--- src/rtl/xstk_pkg.sv ---
package xstk_pkg;

  typedef enum logic [1:0] {
    XS_IDLE,
    XS_PUSH,
    XS_POP_REQ,
    XS_POP_DATA
  } xs_state_e;

  typedef enum logic [2:0] {
    XC_NONE,
    XC_LO_WR,
    XC_HI_WR,
    XC_LO_RD,
    XC_HI_RD,
    XC_PUSH,
    XC_POP
  } xs_cmd_e;

endpackage

--- src/rtl/xstk_decode.sv ---
module xstk_decode
  import xstk_pkg::*;
#(
  parameter int                SFR_AW    = 8,
  parameter logic [SFR_AW-1:0] LO_ADDR   = 8'hB9,
  parameter logic [SFR_AW-1:0] HI_ADDR   = 8'hBA,
  parameter logic [SFR_AW-1:0] PORT_ADDR = 8'hBB
) (
  input  logic [SFR_AW-1:0] addr,
  input  logic              wr,
  input  logic              rd,
  input  logic              busy,
  output xs_cmd_e           cmd
);

  // Writes win over reads if both strobes arrive together; nothing is
  // accepted while an access is in flight.
  always_comb begin
    cmd = XC_NONE;
    if (!busy) begin
      if (wr) begin
        if (addr == LO_ADDR)        cmd = XC_LO_WR;
        else if (addr == HI_ADDR)   cmd = XC_HI_WR;
        else if (addr == PORT_ADDR) cmd = XC_PUSH;
      end else if (rd) begin
        if (addr == LO_ADDR)        cmd = XC_LO_RD;
        else if (addr == HI_ADDR)   cmd = XC_HI_RD;
        else if (addr == PORT_ADDR) cmd = XC_POP;
      end
    end
  end

endmodule

--- src/rtl/xstk_ptr.sv ---
module xstk_ptr #(
  parameter int DATA_W  = 8,
  parameter int LANES   = 2,
  parameter int RST_VAL = 0
) (
  input  logic                      clk,
  input  logic                      rst,
  input  logic [LANES-1:0]          lane_we,
  input  logic [DATA_W-1:0]         wdata,
  input  logic                      inc,
  input  logic                      dec,
  output logic [DATA_W*LANES-1:0]   ptr,
  output logic [DATA_W*LANES-1:0]   ptr_prev
);

  localparam int PTR_W = DATA_W * LANES;

  logic [PTR_W-1:0] ptr_q;
  logic [PTR_W-1:0] stepped;
  logic [PTR_W-1:0] nxt;

  assign ptr_prev = ptr_q - PTR_W'(1);

  // Full-width add keeps the carry between byte lanes inside the block.
  always_comb begin
    if (inc)      stepped = ptr_q + PTR_W'(1);
    else if (dec) stepped = ptr_prev;
    else          stepped = ptr_q;
  end

  for (genvar g = 0; g < LANES; g++) begin : g_lane
    assign nxt[g*DATA_W +: DATA_W] = lane_we[g] ? wdata : stepped[g*DATA_W +: DATA_W];
  end

  always_ff @(posedge clk) begin
    if (rst) ptr_q <= PTR_W'(RST_VAL);
    else     ptr_q <= nxt;
  end

  assign ptr = ptr_q;

endmodule

--- src/rtl/xstk_seq.sv ---
module xstk_seq
  import xstk_pkg::*;
#(
  parameter int DATA_W = 8,
  parameter int PTR_W  = 16
) (
  input  logic              clk,
  input  logic              rst,
  input  xs_cmd_e           cmd,
  input  logic [PTR_W-1:0]  ptr,
  input  logic [PTR_W-1:0]  ptr_prev,
  input  logic [DATA_W-1:0] wdata,
  input  logic              mem_gnt,
  input  logic [DATA_W-1:0] mem_rdata,
  output logic              busy,
  output logic              ptr_inc,
  output logic              ptr_dec,
  output logic              mem_req,
  output logic              mem_we,
  output logic [PTR_W-1:0]  mem_addr,
  output logic [DATA_W-1:0] mem_wdata,
  output logic [DATA_W-1:0] rdata,
  output logic              rvalid
);

  xs_state_e state;

  assign busy    = (state != XS_IDLE);
  assign ptr_inc = (state == XS_PUSH) && mem_gnt;
  assign ptr_dec = (cmd == XC_POP);

  always_ff @(posedge clk) begin
    if (rst) begin
      state     <= XS_IDLE;
      mem_req   <= 1'b0;
      mem_we    <= 1'b0;
      mem_addr  <= '0;
      mem_wdata <= '0;
      rdata     <= '0;
      rvalid    <= 1'b0;
    end else begin
      rvalid <= 1'b0;
      case (state)
        XS_IDLE: begin
          case (cmd)
            XC_LO_RD: begin
              rdata  <= ptr[DATA_W-1:0];
              rvalid <= 1'b1;
            end
            XC_HI_RD: begin
              rdata  <= ptr[PTR_W-1:DATA_W];
              rvalid <= 1'b1;
            end
            XC_PUSH: begin
              state     <= XS_PUSH;
              mem_req   <= 1'b1;
              mem_we    <= 1'b1;
              mem_addr  <= ptr;
              mem_wdata <= wdata;
            end
            XC_POP: begin
              state    <= XS_POP_REQ;
              mem_req  <= 1'b1;
              mem_we   <= 1'b0;
              mem_addr <= ptr_prev;
            end
            default: ;
          endcase
        end
        XS_PUSH: begin
          if (mem_gnt) begin
            mem_req <= 1'b0;
            mem_we  <= 1'b0;
            state   <= XS_IDLE;
          end
        end
        XS_POP_REQ: begin
          if (mem_gnt) begin
            mem_req <= 1'b0;
            state   <= XS_POP_DATA;
          end
        end
        XS_POP_DATA: begin
          rdata  <= mem_rdata;
          rvalid <= 1'b1;
          state  <= XS_IDLE;
        end
        default: state <= XS_IDLE;
      endcase
    end
  end

endmodule

--- src/rtl/xstk_sfr_stack.sv ---
module xstk_sfr_stack
  import xstk_pkg::*;
#(
  parameter int                SFR_AW    = 8,
  parameter int                DATA_W    = 8,
  parameter logic [SFR_AW-1:0] LO_ADDR   = 8'hB9,
  parameter logic [SFR_AW-1:0] HI_ADDR   = 8'hBA,
  parameter logic [SFR_AW-1:0] PORT_ADDR = 8'hBB,
  parameter int                PTR_RST   = 0
) (
  input  logic                clk,
  input  logic                rst,
  input  logic [SFR_AW-1:0]   sfr_addr,
  input  logic                sfr_wr,
  input  logic                sfr_rd,
  input  logic [DATA_W-1:0]   sfr_wdata,
  output logic [DATA_W-1:0]   sfr_rdata,
  output logic                sfr_rvalid,
  output logic                stall,
  output logic                mem_req,
  output logic                mem_we,
  output logic [2*DATA_W-1:0] mem_addr,
  output logic [DATA_W-1:0]   mem_wdata,
  input  logic [DATA_W-1:0]   mem_rdata,
  input  logic                mem_gnt
);

  localparam int LANES = 2;
  localparam int PTR_W = DATA_W * LANES;

  xs_cmd_e          cmd;
  logic [PTR_W-1:0] ptr;
  logic [PTR_W-1:0] ptr_prev;
  logic             ptr_inc;
  logic             ptr_dec;
  logic [LANES-1:0] lane_we;

  assign lane_we = {cmd == XC_HI_WR, cmd == XC_LO_WR};

  xstk_decode #(
    .SFR_AW(SFR_AW), .LO_ADDR(LO_ADDR), .HI_ADDR(HI_ADDR), .PORT_ADDR(PORT_ADDR)
  ) u_dec (
    .addr(sfr_addr), .wr(sfr_wr), .rd(sfr_rd), .busy(stall), .cmd(cmd)
  );

  xstk_ptr #(
    .DATA_W(DATA_W), .LANES(LANES), .RST_VAL(PTR_RST)
  ) u_ptr (
    .clk(clk), .rst(rst), .lane_we(lane_we), .wdata(sfr_wdata),
    .inc(ptr_inc), .dec(ptr_dec), .ptr(ptr), .ptr_prev(ptr_prev)
  );

  xstk_seq #(
    .DATA_W(DATA_W), .PTR_W(PTR_W)
  ) u_seq (
    .clk(clk), .rst(rst), .cmd(cmd), .ptr(ptr), .ptr_prev(ptr_prev),
    .wdata(sfr_wdata), .mem_gnt(mem_gnt), .mem_rdata(mem_rdata),
    .busy(stall), .ptr_inc(ptr_inc), .ptr_dec(ptr_dec),
    .mem_req(mem_req), .mem_we(mem_we), .mem_addr(mem_addr),
    .mem_wdata(mem_wdata), .rdata(sfr_rdata), .rvalid(sfr_rvalid)
  );

endmodule

--- config.mk ---
export PLATFORM = sky130hd
export DESIGN_NAME = xstk_sfr_stack
export DESIGN_NICKNAME = d
export VERILOG_FILES = /design/src/rtl/xstk_pkg.sv /design/src/rtl/xstk_decode.sv /design/src/rtl/xstk_ptr.sv /design/src/rtl/xstk_seq.sv /design/src/rtl/xstk_sfr_stack.sv
export SDC_FILE = /design/constraint.sdc
export NUM_CORES = 1
export LEC_CHECK = 0
export BUFFER_PORTS_ARGS = -buffer_cell sky130_fd_sc_hd__buf_4
export CAP_MARGIN = 20
export CELL_PAD_IN_SITES_DETAIL_PLACEMENT = 2
export CELL_PAD_IN_SITES_GLOBAL_PLACEMENT = 2
export CORE_ASPECT_RATIO = 1.2
export CORE_MARGIN = 10
export CORE_UTILIZATION = 30
export DETAILED_ROUTE_END_ITERATION = 12
export MAX_ROUTING_LAYER = met4
export PLACE_DENSITY_LB_ADDON = 0.1
export SYNTH_ARGS = -nofsm -noshare
export SYNTH_HDL_FRONTEND = slang
export SYNTH_HIERARCHICAL = 1
export SYNTH_SLANG_ARGS = --single-unit
--- constraint.sdc ---
create_clock -name clk -period 3.8 [get_ports clk]
set_clock_uncertainty 0.05 [all_clocks]
set_input_delay 0.76 -clock clk [delete_from_list [all_inputs] [get_ports clk]]
set_output_delay 0.76 -clock clk [all_outputs]
set_load 0.01 [all_outputs]
# ---- Word-level counts from Yosys, hierarchy flattened
# Cells that the tools add are included.
dict set report classes {
  n_lt_le_gt_ge 0
  n_reduce_logical 18
  add_sub_neg 2
  eq_ne 18
  n_mul 0
  shifts 0
  mux 27
  bitwise 0
  n_div 0
}
# operator n
set op_table {}
lappend op_table {{$mux 16} 2}
lappend op_table {{$pmux 16 s2} 1}
lappend op_table {{$pmux 8 s2} 2}
lappend op_table {{$mux 3} 9}
lappend op_table {{$eq 8x8->1 const B} 3}
lappend op_table {{$add 16x1->16 const B} 1}
lappend op_table {{$mux 8} 2}
lappend op_table {{$sub 16x1->16 const B} 1}
lappend op_table {{$reduce_bool 2->1} 5}
lappend op_table {{$eq 3x3->1 const B} 3}
lappend op_table {{$reduce_and 3->1} 3}
lappend op_table {{$pmux 1 s2} 4}
lappend op_table {{$pmux 2 s4} 1}
lappend op_table {{$eq 3x2->1 const B} 2}
lappend op_table {{$ne 2x2->1 const B} 3}
lappend op_table {{$ne 3x3->1 const B} 2}
lappend op_table {{$reduce_and 2->1} 3}
lappend op_table {{$reduce_bool 3->1} 2}
lappend op_table {{$reduce_or 2->1} 3}
lappend op_table {{$eq 2x2->1 const B} 2}
lappend op_table {{$mux 2} 2}
lappend op_table {{$pmux 2 s2} 1}
lappend op_table {{$eq 3x1->1 const B} 1}
lappend op_table {{$mux 1} 3}
lappend op_table {{other kinds (4)} 4}
dict set report word_totals {
  regBits 53
  inputBits 29
  mem_count 0
  ram_bits 0
  word_cells 74
  output_inout_bits 36
  latch_bits 0
  mem_bits_ro 0
}

# ---- Longest topological paths before layout
# Gate-level depths: netlist of the first run.
dict set report logic_depth {
  ltp_word 11
  depth_mapped 15
  depth_no_buf 10
}

# ---- Cells and area by module
# Netlist of the first run, hierarchy kept.
# module n_inst seq_area_each_um2 cells_per_inst area_each_um2
set modules_own_cells {}
lappend modules_own_cells {xstk_seq 1 740.7 224 1996.9}
lappend modules_own_cells {xstk_ptr 1 320.3 222 1582.8}
lappend modules_own_cells {xstk_decode 1 0.0 11 88.8}
lappend modules_own_cells {xstk_sfr_stack 1 0.0 2 15.0}

# ---- Worst setup path after synthesis of the first run
# Ideal clock, no wire load.
dict set report synth_path {
  path_type {input-to-reg}
  from {input port sfr_addr[2]}
  to {register u_ptr.ptr_q[8], in the netlist u_ptr/ptr[8]}
  n_path_buf 4
  setup_ns 0.074
  arrival_time_ns 3.800
  path_stages 11
  slack_ns -0.124
  t_required_ns 3.676
  path_cell_list {nand4bb_1 nor4b_1 clkbuf_1 and3b_1 buf_2 buf_4 clkbuf_1 or4b_1 or3_1 a211o_1 a31oi_1}
}
dict set report synth_via {
  elab_chain_cells 9
  elab_cells_between_ends 16
  classes_between {eq/ne: 5; mux: 10; reduce/logical: 1}
}
# item line_no
set synth_lines {}
lappend synth_lines {{start, declared} xstk_sfr_stack.sv:13} ;# input logic [SFR_AW-1:0] sfr_addr,
lappend synth_lines {{$eq 8x8->1} {xstk_decode.sv:24, xstk_decode.sv:28}}
lappend synth_lines {{$mux 3} xstk_decode.sv:28} ;# else if (addr == PORT_ADDR) cmd = XC_POP;
lappend synth_lines {{$mux 3} xstk_decode.sv:27} ;# else if (addr == HI_ADDR) cmd = XC_HI_RD;
lappend synth_lines {{$mux 3} xstk_decode.sv:26} ;# if (addr == LO_ADDR) cmd = XC_LO_RD;
lappend synth_lines {{$mux 3} xstk_decode.sv:25} ;# end else if (rd) begin
lappend synth_lines {{$mux 3 (*)} xstk_decode.sv:21} ;# if (wr) begin
lappend synth_lines {{$mux 3 (*)} xstk_decode.sv:20} ;# if (!busy) begin
lappend synth_lines {{net cmd[2]} xstk_sfr_stack.sv:31} ;# xs_cmd_e cmd;
lappend synth_lines {{$eq 3x3->1 (*)} xstk_seq.sv:30} ;# assign ptr_dec = (cmd == XC_POP);
lappend synth_lines {{net ptr_dec} xstk_sfr_stack.sv:35} ;# logic ptr_dec;
lappend synth_lines {{$reduce_bool 3->1 (no line) (*)} -}
lappend synth_lines {{end signal, assigned} xstk_ptr.sv:36} ;# if (rst) ptr_q <= PTR_W'(RST_VAL);
lappend synth_lines {{end signal, assigned} xstk_ptr.sv:37} ;# else ptr_q <= nxt;
lappend synth_lines {{end, declared} xstk_ptr.sv:18} ;# logic [PTR_W-1:0] ptr_q;
# The timed path passes the listed nets; every way through them passes the cells marked *.
# A chain may end at the register's enable or synchronous reset.

# ---- Worst setup path in the final report of the first run
dict set report layout_path {
  from {register u_seq.state[0]}
  to {register u_ptr.ptr_q[10], in the netlist u_ptr/ptr[10]}
}
dict set report layout_via {
  elab_chain_cells 4
  elab_cells_between_ends 9
  classes_between {eq/ne: 3; mux: 3; reduce/logical: 3}
}
# item line_no
set layout_lines {}
lappend layout_lines {{start, declared} xstk_seq.sv:26} ;# xs_state_e state;
lappend layout_lines {{start signal, assigned} xstk_seq.sv:34} ;# state <= XS_IDLE;
lappend layout_lines {{start signal, assigned} xstk_seq.sv:55} ;# state <= XS_PUSH;
lappend layout_lines {{start signal, assigned} xstk_seq.sv:62} ;# state <= XS_POP_REQ;
lappend layout_lines {{$reduce_bool 2->1} xstk_seq.sv:28} ;# assign busy = (state != XS_IDLE);
lappend layout_lines {{$mux 3} xstk_decode.sv:20}
lappend layout_lines {{net cmd[0]} xstk_sfr_stack.sv:31}
lappend layout_lines {{$eq 3x3->1} xstk_seq.sv:30}
lappend layout_lines {{net ptr_dec} xstk_sfr_stack.sv:35}
lappend layout_lines {{$reduce_bool 3->1 (no line)} -}
# The timed path passes the listed nets, and every way through them passes these cells.

==> results.sh, run 1 <==
export IMPL_initial_utilization=0.3055
export IMPL_root_buffer="clkbuf_16"
export IMPL_portBuffers=64
export IMPL_diodes=0
export IMPL_crit_family="simple AND/OR/NAND/NOR gates"
export IMPL_syn_nets=495
export IMPL_n_fill_cell=1416
export IMPL_synthTopCellsByArea="dfxtp_1 (29%), a211oi_1 (5.5%), mux2i_1 (5.2%)"
export IMPL_ctsHoldBuffers=0
export IMPL_syn_avg_cell_area_um2=8.025
export IMPL_yosysWarnings=6
export IMPL_r2r_start="u_seq/state[0]"
export IMPL_cp_common_cell="inv_1"
export IMPL_clk_path_buf_depth=2
export IMPL_antenna_found_initial=0
export IMPL_slew_headroom=0.3876
export IMPL_drv_slew=0
export IMPL_wl_per_cell_um=20.70
export IMPL_synth_ff_type="dfxtp_1"
export IMPL_overflow=0
export IMPL_drtIter0Drc=163
export IMPL_clk_pin_slew_ns=0.08
export IMPL_min_to="u_seq/mem_wdata[1]"
export IMPL_yosysTopAreaCell="dfxtp_1"
export IMPL_drive_gt1_frac=0.2123
export IMPL_hold_depth=2
export IMPL_dieArea_um2=17130
export IMPL_cts_sinks=53
export IMPL_worstPathMaxFanout=10
export IMPL_rr_endpoint="u_ptr/ptr[10]"
export IMPL_globalplace_congestion=0.8125
export IMPL_die_w_um=121.2
export IMPL_vias=3735
export IMPL_post_cts_buffers=0
export IMPL_setup_viol=0
export IMPL_path_cells="inv_1 -> ha_1 -> inv_1 -> nand3b_1 -> a2111oi_4 -> and3b_1 -> buf_4 -> nand2b_1 -> nor4_1 -> or4_1 -> and3_1"
export IMPL_synth_edf_count=0
export IMPL_ys_ff_latch=53
export IMPL_dr_pass1_iters=4
export IMPL_synth_top_cell_area_share=0.2880
export IMPL_async_flop_share=0
export IMPL_die_y_um=141.4
export IMPL_status="finished clean"
export IMPL_rsz0062_at_grt="false"
export IMPL_worst_path_buf_inv=3
export IMPL_grt_pass1_wl_mm=21.76
export IMPL_crit_path_end_kind="register"
export IMPL_syn_area_um2=3684
export IMPL_critPathMaxStageDelay_ns=0.45
export IMPL_finalHoldViolCount=0
export IMPL_r2r_slack_ns=0.48
export IMPL_cts_max_level=2
export IMPL_fmax_mhz=301.1
export IMPL_grt_max_degree=58
export IMPL_reg2reg_depth=11
export IMPL_wl_mm=13.76
export IMPL_arrival_ns=3.47
export IMPL_final_antenna_net_count=0
export IMPL_critPathSlowestCell="or4_1"
export IMPL_drc=0
export IMPL_tightest_slew_ns=0.9059
export IMPL_required_ns=3.94
export IMPL_period_share=0.8739
export IMPL_seq_area_frac_synth=0.2880
export IMPL_final_common_cell="buf_4"
export IMPL_layout_common_cells="buf_4 (82), dfxtp_1 (53), nand2_1 (38)"
export IMPL_ys_types=64
export IMPL_cts_tree="built"
export IMPL_core_um2=12060
export IMPL_numCtsBuffers=5
export IMPL_pwr_density_cell_nw_per_um2=249.1
export IMPL_postSynthCellCount=459
export IMPL_startpoint_type="register"
export IMPL_min_from="u_seq/mem_wdata[1]"
export IMPL_fin_util=0.3721
export IMPL_worstSkewPairLatency_ns=0.30
export IMPL_final_setup_tns_ns=0
export IMPL_grtUsageTotal=0.1594
export IMPL_pin_count=65
export IMPL_num_rows=44
export IMPL_max_cap_violations=0
export IMPL_hold_ws_ns=0.4133
export IMPL_post_place_cells=657
export IMPL_total_power_mw=1.118
export IMPL_dp_hpwl_mm=10.20
export IMPL_ir_drop_mv=0.1722
export IMPL_fin_cells=665
export IMPL_nNetsFinal=539
export IMPL_min_path_type="register to register"
export IMPL_cts_resized=0
export IMPL_total_leakage_power_nw=1.606
export IMPL_critPathKind="register to register"
export IMPL_grt_pass1_vias=3963
export IMPL_syn_to_final_growth_pct=21.81
export IMPL_viasPerCell=5.617
export IMPL_post_route_min_period_ns=3.321
[routing by layer]
| layer | GRT usage | routed length (um) | share of wire | vias to the layer above |
|---|---|---|---|---|
| li1 | - | - | - | 1786 |
| met4 | 0.04148 | 201 | 0.015 | 0 |
| met1 | 0.1834 | 6093 | 0.44 | 1870 |
| met3 | 0.02303 | 456 | 0.033 | 14 |
| met2 | 0.2826 | 7012 | 0.51 | 65 |
| met5 | - | 0 | 0 | - |
[flip-flops by register name, indices dropped and copies added, names as in the netlist]
name and count:
u_ptr/ptr 16, u_seq/mem_addr 16, u_seq/mem_req 1, u_seq/mem_wdata 8, u_seq/mem_we 1, u_seq/rdata 8, u_seq/rvalid 1, u_seq/state 2
[worst reg2reg max path: stages, from the launching register on]
cell and delay [ns]:
dfxtp_1 0.34, inv_1 0.12, ha_1 0.38, inv_1 0.17, nand3b_1 0.34, a2111oi_4 0.42
and3b_1 0.26, buf_4 0.19, nand2b_1 0.24, nor4_1 0.10, or4_1 0.45, and3_1 0.17
[Yosys cell counts, drive strengths merged (5+ instances only)]
cell type and n:
nor4b 5, nor4 16, a211oi 27, nor3 6, clkbuf 28, o21ai 5, nand2b 7, buf 17
xnor2 9, dfxtp 53, or3 6, xor2 9, nand3 10, ha 7, a21oi 32, nor2b 9
nor4bb 7, inv 28, nand2 38, nand3b 10, mux2i 19, nand4 10, or4 8, o32ai 10
nor2 23
[power breakdown]
| part | total (mW) | switching, mW | leakage [nW] | internal, mW |
|---|---|---|---|---|
| Combinational | 0.0737 | 0.0411 | 1.11 | 0.0326 |
| Sequential | 0.556 | 0.00118 | 0.427 | 0.555 |
| Clock | 0.487 | 0.238 | 0.0704 | 0.249 |
| Total | 1.12 | 0.281 | 1.61 | 0.837 |
[through the flow]
stage          worst slack (ns)  instance area, um2
2_1_floorplan          0.009817                3699
3_3_place_gp             0.5491                4337
3_5_place_dp             0.4720                4337
4_1_cts                  0.4891                4487
5_1_grt                  0.1878                4487
6_report                 0.4792                4487
[kinds of logic after synthesis]
logic type | after synthesis | share of synthesized area
and+or+nand+nor | 180 | 0.2972
AOI/OAI and AO/OA | 108 | 0.2103
buffers and inverters | 73 | 0.08322
DFF | 53 | 0.2880
muxes | 20 | 0.05469
xor gates and xnor gates | 18 | 0.04280
adders and majority gates | 7 | 0.02378
[worst max-delay path by stage]
| stage | from | endpoint | depth (start not counted) |
|---|---|---|---|
| 6_report | u_seq/state[0] | u_ptr/ptr[10] | 11 |
| 5_1_grt | u_seq/state[1] | u_ptr/ptr[5] | 10 |
| 3_3_place_gp | u_seq/state[0] | u_seq/rdata[3] | 9 |
| 3_5_place_dp | sfr_addr[2] | u_ptr/ptr[10] | 9 |
| 2_1_floorplan | sfr_addr[2] | u_ptr/ptr[8] | 11 |
| 4_1_cts | u_seq/state[0] | u_seq/rdata[1] | 9 |
[layout make-up]
class	count	area, um2	area share
flip-flops and latches	53	1061	0.2365
clock inverters	3	25.02	0.005577
clock buffers	5	125.1	0.02789
repair buffers	82	615.6	0.1372
inverters	28	105.1	0.02342
well taps	161	201.4	0.04490
multi-input cells	333	2354	0.5245
(Power assumes the default switching activity.)
==> run 2: changes to the inputs <==
Settings changed: SYNTH_HIERARCHICAL 1 to not set.
==> results.sh, run 2 <==
export IMPL_async_flop_share=0
export IMPL_postSynthCellCount=410
export IMPL_post_cts_buffers=0
export IMPL_syn_nets=446
export IMPL_crit_path_end_kind="register"
export IMPL_cts_sinks=53
export IMPL_slew_headroom=0.4412
export IMPL_synthTopCellsByArea="dfxtp_1 (31%), a21oi_1 (5.3%), nand2_1 (4.8%)"
export IMPL_initial_utilization=0.3078
export IMPL_yosysTopAreaCell="dfxtp_1"
export IMPL_drc=0
export IMPL_n_fill_cell=1273
export IMPL_worstSkewPairLatency_ns=0.30
export IMPL_fmax_mhz=362.3
export IMPL_overflow=0
export IMPL_vias=3477
export IMPL_syn_area_um2=3413
export IMPL_globalplace_congestion=0.8467
export IMPL_total_leakage_power_nw=1.588
export IMPL_syn_avg_cell_area_um2=8.325
export IMPL_cts_resized=0
export IMPL_status="finished clean"
export IMPL_grt_max_degree=48
export IMPL_cts_tree="built"
export IMPL_tightest_slew_ns=0.8351
export IMPL_fin_util=0.3742
export IMPL_post_route_min_period_ns=2.760
export IMPL_pin_count=65
export IMPL_die_w_um=117.4
export IMPL_syn_to_final_growth_pct=21.55
export IMPL_switchingPower_uw=709.2
export IMPL_critPathKind="input pin to register"
export IMPL_final_common_cell="buf_4"
export IMPL_viasPerCell=5.709
export IMPL_wl_per_cell_um=23.16
export IMPL_cts_max_level=2
export IMPL_clk_pin_slew_ns=0.07
export IMPL_drive_gt1_frac=0.2308
export IMPL_setup_viol=0
export IMPL_ys_types=72
export IMPL_swShare=0.3714
export IMPL_synth_common_cells="dfxtp_1 (53), nand2_1 (44), a21oi_1 (36)"
export IMPL_ctsHoldBuffers=0
export IMPL_max_cap_violations=0
export IMPL_startpoint_type="input pin"
export IMPL_dr_wl_met3_um=376
export IMPL_pwr_density_cell_nw_per_um2=460.2
export IMPL_ff_latch_area_um2=1061
export IMPL_m1WireLength_mm=6.537
export IMPL_numCtsBuffers=5
export IMPL_multi_input_comb_area_um2=2145
export IMPL_final_setup_tns_ns=0
export IMPL_seq_area_frac_synth=0.3109
export IMPL_top_layer="met4"
export IMPL_dr_pass1_iters=4
export IMPL_grt_pass1_vias=3924
export IMPL_nNetsFinal=490
export IMPL_dp_hpwl_mm=10.35
export IMPL_ir_drop_mv=0.2068
export IMPL_dieArea_um2=16060
export IMPL_clk_path_buf_depth=2
export IMPL_synth_ff_type="dfxtp_1"
export IMPL_root_buffer="clkbuf_16"
export IMPL_dp_slack_ns=0.6882
export IMPL_portBuffers=64
export IMPL_core_um2=11090
export IMPL_grt_pass1_wl_mm=22.80
export IMPL_internal_power_mw=1.200
export IMPL_grtUsageTotal=0.1802
export IMPL_synth_most_common_cell="dfxtp_1"
export IMPL_finalHoldViolCount=0
export IMPL_clock_power_share=0.291
export IMPL_wl_mm=14.10
export IMPL_layout_common_cells="buf_4 (71), dfxtp_1 (53), nand2_1 (44)"
export IMPL_p_comb_frac=0.348
export IMPL_worstPathMaxFanout=11
export IMPL_min_path_type="register to register"
export IMPL_required_ns=3.95
export IMPL_pwr_share_seq=0.361
export IMPL_setup_slack_ns=1.040
export IMPL_dr_wl_met2_mm=6.982
export IMPL_drtIter0Drc=95
export IMPL_die_y_um=136.8
export IMPL_yosysWarnings=0
export IMPL_antenna_found_initial=0
export IMPL_drv_slew=0
export IMPL_rsz0062_at_grt="false"
export IMPL_arrival_ns=2.91
export IMPL_synth_top_cell_area_share=0.3109
export IMPL_final_antenna_net_count=0
export IMPL_period_share=0.7263
export IMPL_ys_ff_latch=53
export IMPL_diodes=0
export IMPL_num_rows=42
export IMPL_synth_edf_count=0
-- run 2: changes by cell type after synthesis, moves of 7 or more --
cell	change
a211oi_1	-22
inv_1	-17
mux2i_1	-16
mux2_1	+12
nand3b_1	-10
a22o_1	+9
xor2_1	-9
a22oi_1	+7
clkbuf_1	-7
nor2b_1	-7
xnor2_1	-7
-- run 2: final cells by class --
| type | count | share of cell area |
|---|---|---|
| flip-flops and latches | 53 | 0.2557 |
| inverters | 12 | 0.01086 |
| repair buffers | 71 | 0.1285 |
| clock inverters | 1 | 0.007238 |
| clock buffers | 7 | 0.03438 |
| well taps | 154 | 0.04644 |
| multi-input cells | 311 | 0.5169 |
-- run 2: power by group through the flow --
stage | combinational [mW] | sequential [mW] | clock (mW)
after floorplan | 0.506 | 0.629 | 0
after global placement | 0.636 | 0.697 | 0
after global routing | 0.730 | 0.698 | 0.584
after detailed placement | 0.655 | 0.699 | 0
final | 0.665 | 0.689 | 0.555
after CTS | 0.664 | 0.686 | 0.566
-- run 2: logic make-up after synthesis --
kind of cell | after synthesis | synth area share
adder cells (fa/ha/maj) | 7 | 0.02566
multiplexers | 20 | 0.06488
buffers and inverters | 46 | 0.06085
AO/OA/AOI/OAI | 124 | 0.2581
AND/OR/NAND/NOR | 158 | 0.2746
XOR/XNOR | 2 | 0.005133
flip-flops | 53 | 0.3109
-- run 2: path summary, 6_finish.rpt --
path | start | end | slack (ns) | depth (start not counted)
worst min register to register | u_seq.mem_addr[3] | u_seq.mem_addr[3] | 0.40 | 2
worst max-delay path | sfr_addr[2] | u_seq.rdata[2] | 1.04 | 6
worst min-delay path | u_seq.mem_addr[3] | u_seq.mem_addr[3] | 0.40 | 2
worst max register to register | u_seq.state[0] | u_seq.mem_we | 1.08 | 7
-- run 2: through the flow --
step | hold WS [ns] | instances | total power [mW] | area, um2
2_1_floorplan | 0.4261 | 410 | 1.135 | 3413
3_3_place_gp | 0.3891 | 601 | 1.334 | 3976
3_5_place_dp | 0.4002 | 601 | 1.354 | 3976
4_1_cts | 0.4113 | 609 | 1.917 | 4149
5_1_grt | 0.4352 | 609 | 2.012 | 4149
6_report | 0.4039 | 609 | 1.910 | 4149
-- run 2: metal layers --
layer	track usage	vias to the layer above
li1	-	1647
met4	0.04735	0
met5	-	-
met2	0.3098	84
met1	0.2186	1734
met3	0.02267	12
-- run 2: worst max-delay path, stage by stage --
cell and delay (ns):
buf_4 0.11, nand4b_2 0.48, nor4_4 0.68, mux2_1 0.38, mux2_1 0.28, a22o_1 0.22
==> run 3: changes to the inputs <==
Settings changed: CORE_UTILIZATION 30 to 33.
Clock period 3.8 ns to 2.6 ns, I/O delays scaled along.
==> results.sh, run 3 (synthesis gave the netlist of run 2 again) <==
export IMPL_max_cap_violations=0
export IMPL_drtIter0Drc=132
export IMPL_slew_headroom=0.3527
export IMPL_startpoint_type="register"
export IMPL_wl_per_cell_um=23.52
export IMPL_crit_cells=8
export IMPL_final_common_cell="buf_4"
export IMPL_clk_pin_slew_ns=0.07
export IMPL_num_rows=40
export IMPL_grt_pass1_wl_mm=22.65
export IMPL_min_to="u_seq.mem_addr[3]"
export IMPL_internal_power_mw=1.699
export IMPL_min_from="u_seq.mem_addr[3]"
export IMPL_initial_utilization=0.3393
export IMPL_grt_max_degree=27
export IMPL_globalplace_congestion=1.002
export IMPL_critPathSlowestCell="or3_1"
export IMPL_hold_ws_ns=0.4094
export IMPL_diodes=0
export IMPL_swShare=0.3830
export IMPL_min_path_type="register to register"
export IMPL_antenna_found_initial=0
export IMPL_total_leakage_power_nw=1.705
export IMPL_clock_power_share=0.248
export IMPL_overflow=0
export IMPL_cts_max_level=2
export IMPL_crit_family="simple AND/OR/NAND/NOR gates"
export IMPL_wl_mm=14.25
export IMPL_ir_drop_mv=0.2832
export IMPL_finalHoldViolCount=0
export IMPL_p_comb_frac=0.397
export IMPL_drc=0
export IMPL_fin_cells=606
export IMPL_viasPerCell=5.969
export IMPL_setup_viol=0
export IMPL_r2r_start="u_seq.state[0]"
export IMPL_vias=3617
export IMPL_place_area_um2=4134
export IMPL_fin_util=0.4260
export IMPL_status="finished clean"
export IMPL_nNetsFinal=515
export IMPL_dr_wl_met2_mm=7.096
export IMPL_pin_count=65
export IMPL_worstPathMaxFanout=8
export IMPL_dp_slack_ns=0.1107
export IMPL_drv_slew=0
export IMPL_numCtsBuffers=5
export IMPL_final_antenna_net_count=0
export IMPL_setup_slack_ns=0.1927
export IMPL_post_place_cells=597
export IMPL_ctsHoldBuffers=0
export IMPL_core_um2=10060
export IMPL_reg2reg_depth=8
export IMPL_cts_sinks=53
export IMPL_grt_pass1_vias=3974
export IMPL_total_power_mw=2.753
export IMPL_rr_endpoint="u_seq.mem_addr[15]"
export IMPL_die_w_um=112.8
export IMPL_root_buffer="clkbuf_16"
export IMPL_m1WireLength_mm=6.134
export IMPL_period_share=0.9259
export IMPL_top_layer="met4"
export IMPL_cts_tree="built"
export IMPL_layout_common_cells="buf_4 (95), dfxtp_1 (53), nand2_1 (44)"
export IMPL_r2r_slack_ns=0.19
export IMPL_dp_hpwl_mm=11.05
export IMPL_path_cells="inv_1 -> ha_2 -> buf_4 -> nand3b_4 -> or3_1 -> nor4_1 -> mux2_2 -> a21oi_1"
export IMPL_fmax_mhz=415.4
export IMPL_critPathMaxStageDelay_ns=0.40
export IMPL_rsz0062_at_grt="false"
export IMPL_dieArea_um2=14830
export IMPL_grtUsageTotal=0.1921
export IMPL_drive_gt1_frac=0.2750
export IMPL_crit_path_end_kind="register"
export IMPL_pwr_density_cell_nw_per_um2=642.5
export IMPL_clk_path_buf_depth=2
export IMPL_tightest_slew_ns=0.9674
export IMPL_stdcell_area_um2=4285
export IMPL_pwr_share_seq=0.355
export IMPL_required_ns=2.78
export IMPL_hold_depth=2
export IMPL_worstSkewPairLatency_ns=0.30
export IMPL_final_setup_tns_ns=0
export IMPL_dr_pass1_iters=4
export IMPL_switchingPower_mw=1.055
export IMPL_dr_wl_met3_um=497
export IMPL_portBuffers=64
export IMPL_die_y_um=131.4
export IMPL_arrival_ns=2.58
export IMPL_syn_to_final_growth_pct=25.55
export IMPL_critPathKind="register to register"
export IMPL_worst_path_buf_inv=2
export IMPL_post_route_min_period_ns=2.407
run 3: cell count changes in the layout (fill, tap and decap cells not counted):
cell | before | now
buf_12 | 0 | 1
buf_4 | 71 | 95
clkbuf_8 | 1 | 0
a2111oi_1 | 0 | 1
ha_1 | 7 | 6
ha_2 | 0 | 1
bufinv_16 | 1 | 0
a2111oi_0 | 1 | 0
and2_2 | 0 | 1
and2_1 | 2 | 1
clkinv_2 | 0 | 2
run 3: worst max path at each step:
| stage | startpoint | endpoint | slack (ns) |
|---|---|---|---|
| floorplan | u_seq.state[0] | u_seq.rdata[2] | 0.27 |
| global placement | sfr_addr[2] | u_seq.rdata[7] | 0.17 |
| detailed placement | u_seq.state[1] | u_seq.mem_addr[15] | 0.11 |
| CTS | u_seq.state[1] | u_seq.mem_addr[15] | 0.09 |
| global route | u_seq.state[1] | u_seq.mem_addr[15] | 0.04 |
| finish | u_seq.state[0] | u_seq.mem_addr[15] | 0.19 |
run 3: layout make-up:
type	instances	area, um2
well taps	126	157.7
fillers	1151	5774
flip-flops and latches	53	1061
clock inverters	2	10.01
inverters	12	45.04
repair buffers	96	733.2
clock buffers	6	128.9
multi-input cells	311	2150
run 3: power by group through the flow:
stage | Clock, mW | Sequential (mW) | Combinational, mW
after global placement | 0 | 0.991 | 1.06
final | 0.682 | 0.977 | 1.09
after floorplan | 0 | 0.919 | 0.739
after detailed placement | 0 | 0.993 | 1.09
after CTS | 0.702 | 0.974 | 1.10
after global routing | 0.728 | 0.987 | 1.20
run 3: worst min-delay path, stage by stage (launching register included):
cell and delay (ns):
dfxtp_1 0.31, nand2_1 0.05, a21oi_1 0.05
run 3: what timing repair did:
| item | CTS | global route |
|---|---|---|
| resized for setup | 0 | 3 |
| endpoints found under the setup margin | 0 | 4 |
| buffers inserted | 0 | 1 |
| hold endpoints to repair | 0 | 0 |
run 3: per-layer routing:
| metal | vias to the layer above | track usage |
|---|---|---|
| li1 | 1689 | - |
| met1 | 1814 | 0.2294 |
| met2 | 89 | 0.3164 |
| met3 | 25 | 0.02596 |
| met4 | 0 | 0.07627 |
| met5 | - | - |
